File: src/rtl/pmu_pkg.sv
package pmu_pkg;

  localparam int CLS_W = 4;

  typedef enum logic [CLS_W-1:0] {
    EVC_NONE      = 4'd0,
    EVC_RD_ONCE   = 4'd3,
    EVC_RD_ALLOC  = 4'd4,
    EVC_MK_UNIQUE = 4'd5,
    EVC_CLEAN_INV = 4'd6,
    EVC_DVM       = 4'd7,
    EVC_SNP_DATA  = 4'd9
  } ev_class_e;

  // True for the class codes that name a countable coherency event.
  function automatic logic cls_defined(input logic [CLS_W-1:0] c);
    case (c)
      EVC_RD_ONCE, EVC_RD_ALLOC, EVC_MK_UNIQUE,
      EVC_CLEAN_INV, EVC_DVM, EVC_SNP_DATA: return 1'b1;
      default:                              return 1'b0;
    endcase
  endfunction

endpackage

File: src/rtl/pmu_auth_gate.sv
module pmu_auth_gate (
  input  logic dbg_inv_en,
  input  logic dbg_noninv_en,
  input  logic dbg_sec_inv_en,
  input  logic dbg_sec_noninv_en,
  output logic permit_ns,
  output logic permit_s
);

  always_comb begin
    permit_ns = dbg_inv_en | dbg_noninv_en;
    permit_s  = (dbg_inv_en & dbg_sec_inv_en) | (dbg_noninv_en & dbg_sec_noninv_en);
  end

endmodule

File: src/rtl/pmu_lane_filter.sv
module pmu_lane_filter
  import pmu_pkg::*;
#(
  parameter int LANES = 2,
  parameter int INC_W = 2
) (
  input  logic [LANES-1:0]       ev_valid,
  input  logic [LANES*CLS_W-1:0] ev_class,
  input  logic [LANES-1:0]       ev_secure,
  input  logic                   permit_ns,
  input  logic                   permit_s,
  input  logic [CLS_W-1:0]       sel,
  output logic [INC_W-1:0]       hits
);

  logic sel_ok;

  always_comb begin
    sel_ok = cls_defined(sel);
    hits   = '0;
    for (int l = 0; l < LANES; l++) begin
      if (ev_valid[l] && sel_ok && (ev_class[l*CLS_W +: CLS_W] == sel) &&
          (ev_secure[l] ? permit_s : permit_ns)) begin
        hits = hits + INC_W'(1);
      end
    end
  end

endmodule

File: src/rtl/pmu_counter.sv
module pmu_counter #(
  parameter int W  = 32,
  parameter int IW = 2
) (
  input  logic          clk,
  input  logic          rst_n,
  input  logic          load,
  input  logic [W-1:0]  load_val,
  input  logic          inc_en,
  input  logic [IW-1:0] inc,
  output logic [W-1:0]  val,
  output logic          wrap
);

  logic [W-1:0] val_q, val_d;
  logic [W:0]   sum;

  always_comb begin
    sum   = {1'b0, val_q} + {{(W+1-IW){1'b0}}, inc};
    val_d = val_q;
    wrap  = 1'b0;
    if (load) begin
      val_d = load_val;
    end else if (inc_en) begin
      val_d = sum[W-1:0];
      wrap  = sum[W];
    end
  end

  always_ff @(posedge clk or negedge rst_n) begin
    if (!rst_n) val_q <= '0;
    else        val_q <= val_d;
  end

  assign val = val_q;

endmodule

File: src/rtl/perf_event_monitor.sv
module perf_event_monitor
  import pmu_pkg::*;
#(
  parameter int NUM_EVT  = 7,
  parameter int LANES    = 2,
  parameter int CNT_W    = 32,
  parameter int ADDR_W   = 5,
  parameter int EVT_BASE = 8,
  parameter int SEL_BASE = 16
) (
  input  logic                   clk,
  input  logic                   rst_n,
  input  logic [LANES-1:0]       ev_valid,
  input  logic [LANES*CLS_W-1:0] ev_class,
  input  logic [LANES-1:0]       ev_secure,
  input  logic                   dbg_inv_en,
  input  logic                   dbg_noninv_en,
  input  logic                   dbg_sec_inv_en,
  input  logic                   dbg_sec_noninv_en,
  input  logic                   reg_we,
  input  logic [ADDR_W-1:0]      reg_addr,
  input  logic [CNT_W-1:0]       reg_wdata,
  output logic [CNT_W-1:0]       reg_rdata,
  output logic [NUM_EVT:0]       ovf_flags
);

  localparam int NFLAG     = NUM_EVT + 1;
  localparam int INC_W     = $clog2(LANES + 1);
  localparam int ADDR_CTRL = 0;
  localparam int ADDR_FLAG = 1;
  localparam int ADDR_CYC  = 2;

  logic permit_ns, permit_s;

  pmu_auth_gate u_gate (
    .dbg_inv_en        (dbg_inv_en),
    .dbg_noninv_en     (dbg_noninv_en),
    .dbg_sec_inv_en    (dbg_sec_inv_en),
    .dbg_sec_noninv_en (dbg_sec_noninv_en),
    .permit_ns         (permit_ns),
    .permit_s          (permit_s)
  );

  // Write decode
  logic               wr_ctrl, wr_flag, wr_cyc;
  logic [NUM_EVT-1:0] wr_evt, wr_sel;

  always_comb begin
    wr_ctrl = reg_we && (reg_addr == ADDR_W'(ADDR_CTRL));
    wr_flag = reg_we && (reg_addr == ADDR_W'(ADDR_FLAG));
    wr_cyc  = reg_we && (reg_addr == ADDR_W'(ADDR_CYC));
    for (int n = 0; n < NUM_EVT; n++) begin
      wr_evt[n] = reg_we && (reg_addr == ADDR_W'(EVT_BASE + n));
      wr_sel[n] = reg_we && (reg_addr == ADDR_W'(SEL_BASE + n));
    end
  end

  // Control, selector and flag state
  logic [NFLAG-1:0] ctrl_q, ctrl_d;
  logic [NFLAG-1:0] flags_q, flags_d, flag_clr, wrap_vec;
  logic [CLS_W-1:0] sel_q [NUM_EVT];
  logic [CLS_W-1:0] sel_d [NUM_EVT];

  always_comb begin
    ctrl_d   = wr_ctrl ? reg_wdata[NFLAG-1:0] : ctrl_q;
    flag_clr = wr_flag ? reg_wdata[NFLAG-1:0] : '0;
    flags_d  = (flags_q & ~flag_clr) | wrap_vec;
    for (int n = 0; n < NUM_EVT; n++) begin
      sel_d[n] = wr_sel[n] ? reg_wdata[CLS_W-1:0] : sel_q[n];
    end
  end

  always_ff @(posedge clk or negedge rst_n) begin
    if (!rst_n) begin
      ctrl_q  <= '0;
      flags_q <= '0;
      for (int n = 0; n < NUM_EVT; n++) sel_q[n] <= '0;
    end else begin
      ctrl_q  <= ctrl_d;
      flags_q <= flags_d;
      for (int n = 0; n < NUM_EVT; n++) sel_q[n] <= sel_d[n];
    end
  end

  // Cycle counter
  logic [CNT_W-1:0] cyc_val;
  logic             cyc_wrap;

  pmu_counter #(.W(CNT_W), .IW(1)) u_cyc (
    .clk      (clk),
    .rst_n    (rst_n),
    .load     (wr_cyc),
    .load_val (reg_wdata),
    .inc_en   (ctrl_q[0] & permit_ns),
    .inc      (1'b1),
    .val      (cyc_val),
    .wrap     (cyc_wrap)
  );

  // Event counters
  logic [CNT_W-1:0]   evt_val [NUM_EVT];
  logic [NUM_EVT-1:0] evt_wrap;

  for (genvar n = 0; n < NUM_EVT; n++) begin : g_evt
    logic [INC_W-1:0] hits;

    pmu_lane_filter #(.LANES(LANES), .INC_W(INC_W)) u_filt (
      .ev_valid  (ev_valid),
      .ev_class  (ev_class),
      .ev_secure (ev_secure),
      .permit_ns (permit_ns),
      .permit_s  (permit_s),
      .sel       (sel_q[n]),
      .hits      (hits)
    );

    pmu_counter #(.W(CNT_W), .IW(INC_W)) u_cnt (
      .clk      (clk),
      .rst_n    (rst_n),
      .load     (wr_evt[n]),
      .load_val (reg_wdata),
      .inc_en   (ctrl_q[0] & ctrl_q[n+1]),
      .inc      (hits),
      .val      (evt_val[n]),
      .wrap     (evt_wrap[n])
    );
  end

  assign wrap_vec = {evt_wrap, cyc_wrap};

  // Read mux
  always_comb begin
    reg_rdata = '0;
    if (reg_addr == ADDR_W'(ADDR_CTRL)) reg_rdata = CNT_W'(ctrl_q);
    if (reg_addr == ADDR_W'(ADDR_FLAG)) reg_rdata = CNT_W'(flags_q);
    if (reg_addr == ADDR_W'(ADDR_CYC))  reg_rdata = cyc_val;
    for (int n = 0; n < NUM_EVT; n++) begin
      if (reg_addr == ADDR_W'(EVT_BASE + n)) reg_rdata = evt_val[n];
      if (reg_addr == ADDR_W'(SEL_BASE + n)) reg_rdata = CNT_W'(sel_q[n]);
    end
  end

  assign ovf_flags = flags_q;

endmodule

File: config.mk
export PLATFORM = sky130hd
export DESIGN_NAME = perf_event_monitor
export DESIGN_NICKNAME = d
export VERILOG_FILES = /design/src/rtl/pmu_pkg.sv /design/src/rtl/pmu_auth_gate.sv /design/src/rtl/pmu_lane_filter.sv /design/src/rtl/pmu_counter.sv /design/src/rtl/perf_event_monitor.sv
export SDC_FILE = /design/constraint.sdc
export NUM_CORES = 1
export LEC_CHECK = 0
export CAP_MARGIN = 20
export CORE_UTILIZATION = 38
export CTS_BUF_LIST = sky130_fd_sc_hd__clkbuf_16
export DETAILED_ROUTE_END_ITERATION = 16
export GPL_ROUTABILITY_DRIVEN = 0
export PLACE_DENSITY = 0.53
export SLEW_MARGIN = 5
export SYNTH_ARGS = -nofsm -noshare
export SYNTH_HDL_FRONTEND = slang
export SYNTH_HIERARCHICAL = 1
export SYNTH_SLANG_ARGS = --single-unit
export TNS_END_PERCENT = 5
File: constraint.sdc
create_clock -name clk -period 3.9 [get_ports clk]
set_input_delay 0.585 -clock clk [delete_from_list [all_inputs] [get_ports clk]]
set_output_delay 0.585 -clock clk [all_outputs]
set_load 0.05 [all_outputs]
==> out/results.ini <==
[run_status]
status=finished with violations
violations=hold timing

[yosys]
ys_types=75
ys_top_cells_by_count=300 x dfrtp_1, 231 x nand2_1, 189 x nor2_1, 138 x a31oi_1, 137 x o21ai_0
synth_top_area_share_pct=35.9
yosysMostFrequentCell=dfrtp_1
synth_top_flop_cell=dfrtp_1
synth_area_leaders=dfrtp_1 36%, xnor2_1 4.6%, nand2_1 4.1%, a31oi_1 4.1%, or4_1 3.9%
yosys_warnings=6
synthArstFlopShare_pct=100
syn_inst=2416
synth-seq-cells=300
synth_edf_count=0
synthesis.area_mm2=0.0209
yosysTopAreaCell=dfrtp_1
synth_area_per_cell_um2=8.66
synth_nets=2502
ys_seq_area_share_pct=35.9

[drt]
drtIter0Drc=2658
drtAntennaViolNets=0
first_pass_iters=6
wire_per_inst_um=24.6
wirelength_mm=80.8
drc=0
vias=20900
vias_per_cell=6.36

[timing]
whs_ns=-0.000266
tightestPinTransition_ns=1.17
fmax_mhz=262
hold_viol_final=1
maxSlewHeadroom_pct=21.5
finalSetupViolCount=0
skew_ns=0.0239
setup_ws_ns=0.0773
drv_slew=0
rsz0062_at_grt=false
min_period_over_period_pct=98.0
period_minus_slack_ns=3.82

[worst_setup_path]
crit_arrival_ns=3.24
cpMaxStageDelayCell=clkdlybuf4s50_1
crit_fanout=24
worstPathCellList=clkdlybuf4s50_1 > buf_12 > nand2b_1 > or3_4 > nor2_2 > buf_12 > a22oi_1 > nand3_1 > buf_12
critPathLaunchType=input port
critPathCaptureType=output port
cpPeakStageDelay_ns=0.58
crit_path_frequent_cell=buf_12
required_ns=3.31
crit_type=in -> out

[floorplan]
core_area_mm2=0.0541
die_w_um=237
die_h_um=237
dieArea_mm2=0.0560
io_pins=96
start_util_pct=38.6
num_rows=85

[final_layout]
final_layout_size_suffix_gt1_share_pct=12.8
nFillCells=5181
multi_input_area_mm2=0.0125
num-nets-final=2642
syn_to_final_growth_pct=19.8
final_area_mm2=0.0251
n_antenna_cell=0
regArea_mm2=0.00751

[pwr]
p_seq_share_pct=46.4
swShare_pct=35.9
finalPower_w=0.0109
internal_power_w=0.00701
power_switching_w=0.00393
comb_power_share_pct=21.2
peakVddDrop_mv=0.257
power.density_mw_per_mm2=436
p_leak_nw=9.33
clkPwrFrac_pct=32.3

[cts]
cts_setup_buffers=0
clockRootBuffer=clkbuf_16
clock-sinks=300
cts_buffers=39
clk_pin_slew_ns=0.05
htreeDepth=2
cts_tree=built
cts.path.max_buffers=3
worstSkewPairLatency_ns=0.57

[job]
cap_violations=0

[global_route]
grt_pass1_vias=19500
grt_max_degree=86
grt_antenna_before_repair=0
grt_pass1_wl_mm=123
track_usage_pct=28.6
grt_overflow_total=0

[placed_design]
io_buffers=95
placed_area_mm2=0.0238
dp_slack_ns=-0.172
hpwl_mm=61.0

[hold_path]
hold_class=in -> async

sequential cells by signal, indices dropped and copies added, names as in the netlist:
signal and cells:
g_evt.u_cnt/val 224, sel_q 28, u_cyc/val 32, ctrl_q 8, ovf_flags 8
worst paths after layout:
check | to | slack [ns] | startpoint | cells past startpoint
hold / removal | sel_q[17] | -0.0003 | rst_n | 1
hold reg to reg | ctrl_q[5] | 0.53 | ctrl_q[5] | 1
setup reg to reg | g_evt[2].u_cnt/val[30] | 0.40 | sel_q[19] | 11
max in group asynchronous | g_evt[6].u_cnt/val[6] | 2.96 | rst_n | 2
min in group clk | ctrl_q[5] | 0.53 | ctrl_q[5] | 1
setup / recovery | reg_rdata[16] | 0.08 | reg_addr[3] | 9
kinds of logic after synthesis:
group / after synthesis / synth area share [%]
AOI/OAI and AO/OA: 612 / 19.9
xor gates and xnor gates: 139 / 5.82
adders and majority gates: 30 / 2.05
buffers and inverters: 221 / 4.61
DFF: 300 / 35.9
muxes: 67 / 3.45
other: 1 / 0.0179
and+or+nand+nor: 1046 / 28.2
timing repair:
action	4_1_cts	5_1_grt
gates resized for setup	2	1
hold buffers	0	0
setup endpoints to repair	22	1
power groups by stage:
stage	logic, W	clock network (W)	registers [W]
after floorplan	0.00154	0	0.00456
after global placement	0.00222	0	0.00507
after detailed placement	0.00230	0	0.00508
after CTS	0.00231	0.00361	0.00503
after global routing	0.00255	0.00372	0.00519
final	0.00232	0.00354	0.00508
layout by cell type (no fill, tap or decap), types with 27 or more instances in the layout:
cell	synthesis	final
buf_4	6	132
dfrtp_1	300	300
mux2i_1	27	27
inv_1	64	73
a31oi_1	138	138
and3_1	35	35
clkdlybuf4s50_1	0	62
o21ai_0	137	137
nand2_1	231	231
or4_1	110	110
nand3_1	111	111
buf_12	0	53
mux2_2	40	40
nand4_1	87	87
clkbuf_16	0	41
a221oi_1	32	32
and4_1	39	39
xor2_1	28	28
nor4_1	45	44
o31ai_1	109	109
nor2_1	189	184
or3_1	38	38
a22o_1	27	27
a22oi_1	55	55
xnor2_1	111	111
final cells by class:
cell class,instances,area share (%)
multi-input combinational,1895,49.9
sequential,300,30.0
clock buffer,41,4.09
inverter,72,1.08
timing repair buffer,248,10.7
clock inverter,26,0.744
tap,696,3.47
routing by layer:
layer / up-vias / global-route usage, % / part of all wire (%)
met5: - / 0 / 0
met4: 0 / 10.8 / 3.7
met3: 150 / 3.96 / 8.1
met2: 895 / 42.1 / 43
met1: 10300 / 42.1 / 45
li1: 9525 / - / -
metrics by stage:
stage,utilization [%],cells,TNS (ns)
2_1_floorplan,-,2416,0
3_3_place_gp,44.0,3211,-0.887
3_5_place_dp,44.0,3211,-2.66
4_1_cts,46.3,3278,0
5_1_grt,46.3,3278,0
6_report,46.3,3278,0
critical path, delay by kind of cell:
family,cells,cell delay [ns]
compound gates,1,0.16
simple gates,4,1.29
buf+inv,4,1.18
Power figures use the tool's default switching activity.
